**config.mk**
```make
export PLATFORM = sky130hd
export DESIGN_NAME = e1_mf_aligner
export DESIGN_NICKNAME = d
export VERILOG_FILES = /design/src/rtl/e1_mfa_pkg.sv /design/src/rtl/mfa_sig_align.sv /design/src/rtl/mfa_crc_align.sv /design/src/rtl/e1_mf_aligner.sv
export SDC_FILE = /design/constraint.sdc
export NUM_CORES = 1
export LEC_CHECK = 0
export CAP_MARGIN = 20
export CELL_PAD_IN_SITES_DETAIL_PLACEMENT = 2
export CELL_PAD_IN_SITES_GLOBAL_PLACEMENT = 2
export CORE_MARGIN = 1.5
export CORE_UTILIZATION = 29
export DETAILED_ROUTE_END_ITERATION = 7
export PLACE_DENSITY = 0.79
export SYNTH_ARGS = -nofsm -noshare
export SYNTH_HDL_FRONTEND = slang
export SYNTH_SLANG_ARGS = --single-unit
```
**constraint.sdc**
```tcl
create_clock -name clk_i -period 5.45 [get_ports clk_i]
set_clock_uncertainty 0.05 [all_clocks]
set_input_delay 1.3625 -clock clk_i [delete_from_list [all_inputs] [get_ports clk_i]]
set_output_delay 1.3625 -clock clk_i [all_outputs]
set_load 0.02 [all_outputs]
```
**src/rtl/e1_mfa_pkg.sv**
```systemverilog
package e1_mfa_pkg;
  localparam int unsigned FRAME_W    = 4;         // 16-frame multiframe
  localparam int unsigned SIG_ERRS   = 2;         // consecutive bad frame 0 to lose
  localparam int unsigned CRC_PAT_W  = 6;
  localparam logic [5:0]  CRC_PAT    = 6'b001011; // oldest bit in MSB
  localparam int unsigned CRC_LOCKF  = 11;        // frame holding the last marker bit
  localparam int unsigned CRC_WINDOW = 64;        // 8 ms at 125 us per frame
endpackage

```
**src/rtl/mfa_sig_align.sv**
```systemverilog
module mfa_sig_align #(
  parameter int unsigned FRAME_W  = 4,
  parameter int unsigned ERR_LIM  = 2
) (
  input  logic               clk_i,
  input  logic               rst_ni,
  input  logic               bfa_i,
  input  logic               frame_valid_i,
  input  logic [3:0]         nib_i,
  output logic               sync_no,
  output logic [FRAME_W-1:0] frame_o
);
  localparam int unsigned ERR_W = $clog2(ERR_LIM + 1);

  logic               locked_q;
  logic [FRAME_W-1:0] cnt_q, cnt_nxt;
  logic [ERR_W-1:0]   err_q;
  logic               nib_ok, at_f0, err_last;

  always_comb begin
    cnt_nxt  = cnt_q + 1'b1;
    at_f0    = (cnt_nxt == '0);
    nib_ok   = (nib_i == 4'h0);
    err_last = (err_q == ERR_W'(ERR_LIM - 1));
  end

  always_ff @(posedge clk_i or negedge rst_ni) begin
    if (!rst_ni) begin
      locked_q <= 1'b0;
      cnt_q    <= '0;
      err_q    <= '0;
    end else if (!bfa_i) begin
      locked_q <= 1'b0;
      cnt_q    <= '0;
      err_q    <= '0;
    end else if (frame_valid_i) begin
      if (!locked_q) begin
        if (nib_ok) begin
          locked_q <= 1'b1;
          cnt_q    <= '0;
          err_q    <= '0;
        end
      end else if (at_f0 && !nib_ok && err_last) begin
        locked_q <= 1'b0;
        cnt_q    <= '0;
        err_q    <= '0;
      end else begin
        cnt_q <= cnt_nxt;
        if (at_f0) err_q <= nib_ok ? '0 : err_q + 1'b1;
      end
    end
  end

  assign sync_no = ~locked_q;
  assign frame_o = cnt_q;
endmodule

```
**src/rtl/mfa_crc_align.sv**
```systemverilog
module mfa_crc_align #(
  parameter int unsigned FRAME_W = 4,
  parameter int unsigned PAT_W   = 6,
  parameter logic [PAT_W-1:0] PAT = 6'b001011,
  parameter int unsigned LOCKF   = 11,
  parameter int unsigned WINDOW  = 64
) (
  input  logic               clk_i,
  input  logic               rst_ni,
  input  logic               bfa_i,
  input  logic               frame_valid_i,
  input  logic               nfas_i,
  input  logic               bit_i,
  output logic               sync_no,
  output logic [FRAME_W-1:0] frame_o
);
  localparam int unsigned WIN_W = $clog2(WINDOW);
  localparam logic [FRAME_W-1:0] SPAN_LAST = '1;  // 16 frames between markers

  logic               locked_q, cand_q;
  logic [FRAME_W-1:0] cnt_q, dist_q;
  logic [PAT_W-1:0]   sh_q, sh_nxt;
  logic [WIN_W-1:0]   win_q;
  logic               hit, pair, win_end;

  always_comb begin
    sh_nxt  = nfas_i ? {sh_q[PAT_W-2:0], bit_i} : sh_q;
    hit     = nfas_i && (sh_nxt == PAT);
    pair    = hit && cand_q && (dist_q == SPAN_LAST);
    win_end = (win_q == WIN_W'(WINDOW - 1));
  end

  // Shift register preset to ones: pattern leads with zeros, so no early false hit.
  always_ff @(posedge clk_i or negedge rst_ni) begin
    if (!rst_ni) begin
      locked_q <= 1'b0;
      cand_q   <= 1'b0;
      cnt_q    <= '0;
      dist_q   <= '0;
      sh_q     <= '1;
      win_q    <= '0;
    end else if (!bfa_i) begin
      locked_q <= 1'b0;
      cand_q   <= 1'b0;
      cnt_q    <= '0;
      dist_q   <= '0;
      sh_q     <= '1;
      win_q    <= '0;
    end else if (frame_valid_i) begin
      if (locked_q) begin
        cnt_q <= cnt_q + 1'b1;
      end else if (pair) begin
        locked_q <= 1'b1;
        cnt_q    <= FRAME_W'(LOCKF);
      end else if (win_end) begin
        cand_q <= 1'b0;
        dist_q <= '0;
        sh_q   <= '1;
        win_q  <= '0;
      end else begin
        sh_q  <= sh_nxt;
        win_q <= win_q + 1'b1;
        if (hit) begin
          cand_q <= 1'b1;
          dist_q <= '0;
        end else if (cand_q) begin
          if (dist_q == SPAN_LAST) cand_q <= 1'b0;
          else                     dist_q <= dist_q + 1'b1;
        end
      end
    end
  end

  assign sync_no = ~locked_q;
  assign frame_o = cnt_q;
endmodule

```
**src/rtl/e1_mf_aligner.sv**
```systemverilog
module e1_mf_aligner
  import e1_mfa_pkg::*;
(
  input  logic               clk_i,
  input  logic               rst_ni,
  input  logic               bfa_i,
  input  logic               frame_valid_i,
  input  logic               fas_frame_i,
  input  logic [7:0]         ts0_i,
  input  logic [7:0]         ts16_i,
  output logic               sig_sync_no,
  output logic [FRAME_W-1:0] sig_frame_o,
  output logic               crc_sync_no,
  output logic [FRAME_W-1:0] crc_frame_o
);
  logic unused_bits;
  assign unused_bits = ^{ts0_i[6:0], ts16_i[3:0]};

  mfa_sig_align #(
    .FRAME_W (FRAME_W),
    .ERR_LIM (SIG_ERRS)
  ) u_sig (
    .clk_i         (clk_i),
    .rst_ni        (rst_ni),
    .bfa_i         (bfa_i),
    .frame_valid_i (frame_valid_i),
    .nib_i         (ts16_i[7:4]),
    .sync_no       (sig_sync_no),
    .frame_o       (sig_frame_o)
  );

  mfa_crc_align #(
    .FRAME_W (FRAME_W),
    .PAT_W   (CRC_PAT_W),
    .PAT     (CRC_PAT),
    .LOCKF   (CRC_LOCKF),
    .WINDOW  (CRC_WINDOW)
  ) u_crc (
    .clk_i         (clk_i),
    .rst_ni        (rst_ni),
    .bfa_i         (bfa_i),
    .frame_valid_i (frame_valid_i),
    .nfas_i        (~fas_frame_i),
    .bit_i         (ts0_i[7]),
    .sync_no       (crc_sync_no),
    .frame_o       (crc_frame_o)
  );
endmodule

```
# Yosys cells after proc, flatten, opt, wreduce, memory -nomap -nowiden
# Index checks and enable logic that the tools add are counted.
word_totals:
  regBits: 29
  inputBits: 21
  out_inout_bits: 10
  word_cells: 94
op_classes:
  addsub: 5
  eq_ne: 12
  n_mux: 52
  bitwise: 3
  n_reduce_logical: 13
op_table:
  columns: ["op", "n"]
  rows:
  - ["4-bit two-way mux", 17]
  - ["6-bit two-way mux", 11]
  - ["1-bit two-way mux", 17]
  - ["2-bit two-way mux", 7]
  - ["4-bit by 1-bit adder with 4-bit output, second input constant", 3]
  - ["4-bit zero test", 2]
  - ["6-bit by 1-bit adder with 6-bit output, second input constant", 1]
  - ["6-bit by 4-bit == test with 1-bit output, second input constant", 1]
  - ["6-bit == test, second input constant", 1]
  - ["3-bit by 1-bit != test with 1-bit output, second input constant", 2]
  - ["3-bit AND reduction", 2]
  - ["1-bit logical AND", 5]
  - ["5-bit AND reduction", 1]
  - ["4-bit == test, second input constant", 1]
  - ["2-bit != test, second input constant", 2]
  - ["4-bit by 1-bit != test with 1-bit output, second input constant", 1]
  - ["4-bit by 2-bit != test with 1-bit output, second input constant", 1]
  - ["4-bit != test, second input constant", 1]
  - ["2-bit AND reduction", 2]
  - ["1-bit NOT", 3]
  - ["2-bit by 1-bit adder with 2-bit output, second input constant", 1]
  - ["2-bit by 1-bit == test with 1-bit output, second input constant", 1]
  - ["2-bit by 1-bit != test with 1-bit output, second input constant", 1]
  - ["1-bit zero test", 1]

# Longest topological paths before layout
depth:
  ltp_word: 9
  mapped_depth: 6
  mapped_depth_nobuf: 5

# Modules after synthesis
# From an unflattened synthesis, not the netlist that was laid out.
unflattened:
  cells_unflattened: 159
  area_unflattened_um2: 1652.8
modules_own_cells:
  columns: ["module", "instances", "cells_each", "area_per_inst_um2"]
  rows:
  - ["mfa_crc_align", 1, 109, 1177.4]
  - ["mfa_sig_align", 1, 49, 471.7]
  - ["e1_mf_aligner", 1, 1, 3.8]

# Worst setup path after synthesis
# OpenSTA, ideal clock, no wires.
synth_path:
  kind: "input port to flip-flop"
  startpoint: "in ts16_i[5]"
  endpoint: "reg u_sig.err_q[0]"
  setup_ns: 0.125
  arrival_time_ns: 2.390
  required_time_ns: 5.275
  path_slack_ns: 2.886
  path_stages: 4
  path_buffers: 0
  cell_sequence: "nor4_1 -> nand3_1 -> o311a_1 -> mux2_2"
synth_between:
  elab_chain_cells: 8
synth_lines:
  columns: ["element", "line", "source"]
  rows:
  - ["start: declaration", "e1_mf_aligner.sv:10", "input logic [7:0] ts16_i,"]
  - ["4-bit zero test (*)", "mfa_sig_align.sv:23", "nib_ok = (nib_i == 4'h0);"]
  - ["1-bit zero test", "mfa_sig_align.sv:43", "end else if (at_f0 && !nib_ok && err_last) begin"]
  - ["1-bit logical AND (2 in a row)", "mfa_sig_align.sv:43", null]
  - ["2-bit two-way mux", "mfa_sig_align.sv:43", null]
  - ["2-bit two-way mux", "mfa_sig_align.sv:37", "if (!locked_q) begin"]
  - ["2-bit two-way mux", "mfa_sig_align.sv:36", "end else if (frame_valid_i) begin"]
  - ["2-bit two-way mux", "mfa_sig_align.sv:32", "end else if (!bfa_i) begin"]
  - ["end signal: assignment", "mfa_sig_align.sv:49", "if (at_f0) err_q <= nib_ok ? '0 : err_q + 1'b1;"]
  - ["end: declaration", "mfa_sig_align.sv:17", "logic [ERR_W-1:0] err_q;"]
# Every way passes the cells marked *; elsewhere a longest branch is shown, timed or not. The select of a mux whose other input is x is not followed.
# A chain may end at the register's enable or synchronous reset.

# Worst setup path in the final report
layout_path:
  startpoint: "in frame_valid_i"
  endpoint: "reg u_crc.dist_q[0]"
layout_between:
  elab_chain_cells: 2
layout_lines:
  columns: ["element", "line", "source"]
  rows:
  - ["start: declaration", "e1_mf_aligner.sv:7", "input logic frame_valid_i,"]
  - ["2-bit by 1-bit != test with 1-bit output (no source line)", null, null]
  - ["5-bit AND reduction (no source line)", null, null]
  - ["end signal: assignment", "mfa_crc_align.sv:68", "else dist_q <= dist_q + 1'b1;"]
  - ["end: declaration", "mfa_crc_align.sv:21", "logic [FRAME_W-1:0] cnt_q, dist_q;"]
# Every way passes these cells.

==> run_results.csv <==
group,metric,value,unit
clocking,cts_setup_buffers,0,
drt,drc,0,
finish,final_nets,225,
clocking,htreeDepth,1,
setup_path,worst_setup_path_end_kind,"register",
drt,ant_nets,0,
place,gp_congestion,0.738,
clocking,cts_tree,"built",
drt,routed_wl,4820,um
job,maxCapViolCount,0,
setup_path,required,5.60,ns
logic_synthesis,ys_ff_latch,28,
sta,max_freq,295,MHz
setup_path,path_max_fanout,15,
sta,period_needed,3.39,ns
global_route,grt_use_total,16.7,%
clocking,cts_hold_buf,0,
sta,rsz0062_at_grt,"no",
pwr,p_int,0.294,mW
place,dpl.hpwl,3310,um
global_route,met2_usage,27.9,%
clocking,clockBufferDepth,2,
logic_synthesis,synth_area_per_cell,9.21,um2
pwr,power.share.clock,34.6,%
pwr,p_leak,0.773,nW
drt,vias,1546,
finish,final_area,0.00198,mm2
logic_synthesis,yosys_warnings,0,
drt,firstDrtPassIters,4,
pwr,power_density,202,mW/mm2
logic_synthesis,synth_top_area_share,34.4,%
logic_synthesis,synth_edf_count,0,
clocking,clk_latency,0.29,ns
worst_hold_path,hold_class,"reg2reg",
setup_path,critPathArrivalTime,3.54,ns
clocking,cts_resized,0,
setup_path,slowest_stage,"clkdlybuf4s50_1",
global_route,met1_usage,22.1,%
logic_synthesis,synthFlopType,"dfrtp_1",
place,port_buffers,19,
finish,nFillCells,633,
setup_path,path_buf_inv,1,
setup_path,cp_cell_sequence,"clkdlybuf4s50_1 > nand2b_1 > a31oi_1 > a41oi_1 > a211oi_1",
floorplan,initial_core_util,30.2,%
floorplan,die_w,79.0,um
global_route,grt_antenna_before_repair,0,
pwr,p_comb_share,11.2,%
clocking,cts_sinks,28,
floorplan,fp.dieH,79.0,um
setup_path,cp_slowest_stage_delay,0.83,ns
sta,slew_headroom,48.8,%
global_route,grt_use_met3,2.41,%
clocking,cts-buffers-inserted,3,
logic_synthesis,synth_seq_area_share,42.2,%
global_route,gr-total-overflow,0,
drt,drt-initial-drc-count,91,
setup_path,path_class,"in2reg",
floorplan,fp.coreArea,0.00554,mm2
setup_path,critical_path.top_delay_family,"compound AO/OA/AOI/OAI gates",
global_route,grt_max_degree,29,
pwr,vdd_drop_max,0.0000812,V
drt,wl_per_cell,17.9,um
logic_synthesis,async_flop_share,100,%
finish,final_common_cell,"dfrtp_1",
sta,final_hold_viol_count,0,
logic_synthesis,synth_top_area_cell,"dfrtp_1",
sta,setup_violations,0,
finish,diodes,0,
global_route,top_usage_layer,"met2",
place,postPlaceCellArea,0.00193,mm2
finish,area_growth,18.3,%
floorplan,row_count,27,
sta,slew_violations,0,
sta,period_share,62.3,%
global_route,grt_pass1_wl,8130,um
logic_synthesis,synthesis.area,0.00168,mm2
logic_synthesis,syn_inst,182,
floorplan,die_area,0.00624,mm2
floorplan,ioPinCount,31,
status,status,"completed",
finish,post-route-util,35.8,%
drt,via_per_inst,5.73,
sta,tns,0,ns
finish,final_cell_mix,"23 x dfrtp_1, 20 x a21oi_1, 19 x clkdlybuf4s50_1",
logic_synthesis,yosys-top-cells-area,"dfrtp_1 34%, dfstp_2 7.8%, a21oi_1 6.0%",
logic_synthesis,synth_fp_nets,208,
setup_path,crit_path_start_kind,"primary input",
logic_synthesis,yosysUniqueCellTypes,48,
finish,drive_above_1_share,9.09,%
clocking,clk_pin_slew,0.10,ns
pwr,p_sw_share,26.6,%
clocking,cts-root-buf,"clkbuf_8",
pwr,power.share.sequential,54.1,%
sta,tightest_slew,0.767,ns
global_route,grt_pass1_vias,1607,
pwr,switchingPower,0.107,mW
==> logic make-up after synthesis <==
logic type               after synthesis  share of synthesized area, %
AND/OR/NAND/NOR                       69                          23.4
AO/OA/AOI/OAI                         59                          22.9
multiplexers                           6                          3.73
flip-flops                            28                          42.2
buffers and inverters                 15                          3.96
adder cells (fa/ha/maj)                5                          3.73
==> synth_stat cells (2+ instances only) <==
cell / count
o22ai_1: 2
or4_1: 3
o21a_1: 2
nor2b_1: 2
nor3_1: 2
and3_1: 4
inv_1: 6
or3_1: 2
o21ai_0: 10
mux2_2: 2
nand3_1: 17
nand4_1: 3
o31ai_1: 2
nand3b_1: 2
nand2b_1: 6
nor2_1: 6
nor4_1: 3
a211oi_1: 4
a32o_1: 2
o211ai_1: 3
dfstp_2: 5
mux2i_1: 4
ha_1: 5
nand2_1: 13
clkbuf_1: 6
dfrtp_1: 23
a21oi_1: 20
a31oi_1: 3
==> power by group through the flow <==
stage	sequential [mW]	combinational (mW)	clock, mW
after floorplan	0.221	0.0213	0
after global placement	0.220	0.0443	0
after detailed placement	0.221	0.0454	0
after CTS	0.217	0.0454	0.143
after global routing	0.218	0.0495	0.151
final	0.217	0.0450	0.139
==> stage by stage <==
step | setup slack [ns] | hold slack, ns | cells | total power, mW
3_3_place_gp | 1.84 | 0.442 | 266 | 0.265
2_1_floorplan | 2.89 | 0.422 | 182 | 0.242
5_1_grt | 1.87 | 0.515 | 270 | 0.418
3_5_place_dp | 1.77 | 0.460 | 266 | 0.266
4_1_cts | 2.06 | 0.488 | 270 | 0.405
6_report | 2.06 | 0.477 | 270 | 0.400
==> registers in the layout, indices dropped and copies added, names as in the netlist <==
name and cells:
u_crc.sh_q 5, u_crc.cand_q 1, u_sig.frame_o 4, u_crc.dist_q 4, u_crc.frame_o 4, u_crc.locked_q 1, u_sig.locked_q 1, u_sig.err_q 2
u_crc.win_q 6
==> path summary, 6_finish.rpt <==
kind / startpoint / endpoint / slack (ns) / depth (start not counted)
max in group asynchronous: rst_ni / u_crc.sh_q[4] / 3.62 / 2
min in group asynchronous: rst_ni / u_sig.frame_o[0] / 1.40 / 2
max reg2reg: u_crc.win_q[0] / u_crc.cand_q / 3.49 / 5
min: u_sig.err_q[1] / u_sig.err_q[1] / 0.48 / 1
max: frame_valid_i / u_crc.dist_q[0] / 2.06 / 5
min reg2reg: u_sig.err_q[1] / u_sig.err_q[1] / 0.48 / 1
==> layer usage <==
metal	part of all wire [%]	wire length [um]
met1	50	2420
met2	47	2260
met3	1.5	74
met4	1.5	72
met5	0	0
==> area by class of cell <==
cell class	count	area, um2	share of cell area, %
clock buffer	4	55.1	2.78
inverter	6	22.5	1.14
multi-input combinational	139	902	45.5
sequential	28	707	35.7
tap	72	90.1	4.55
timing repair buffer	21	205	10.4
Note: power is estimated with default switching activity, not from simulation.
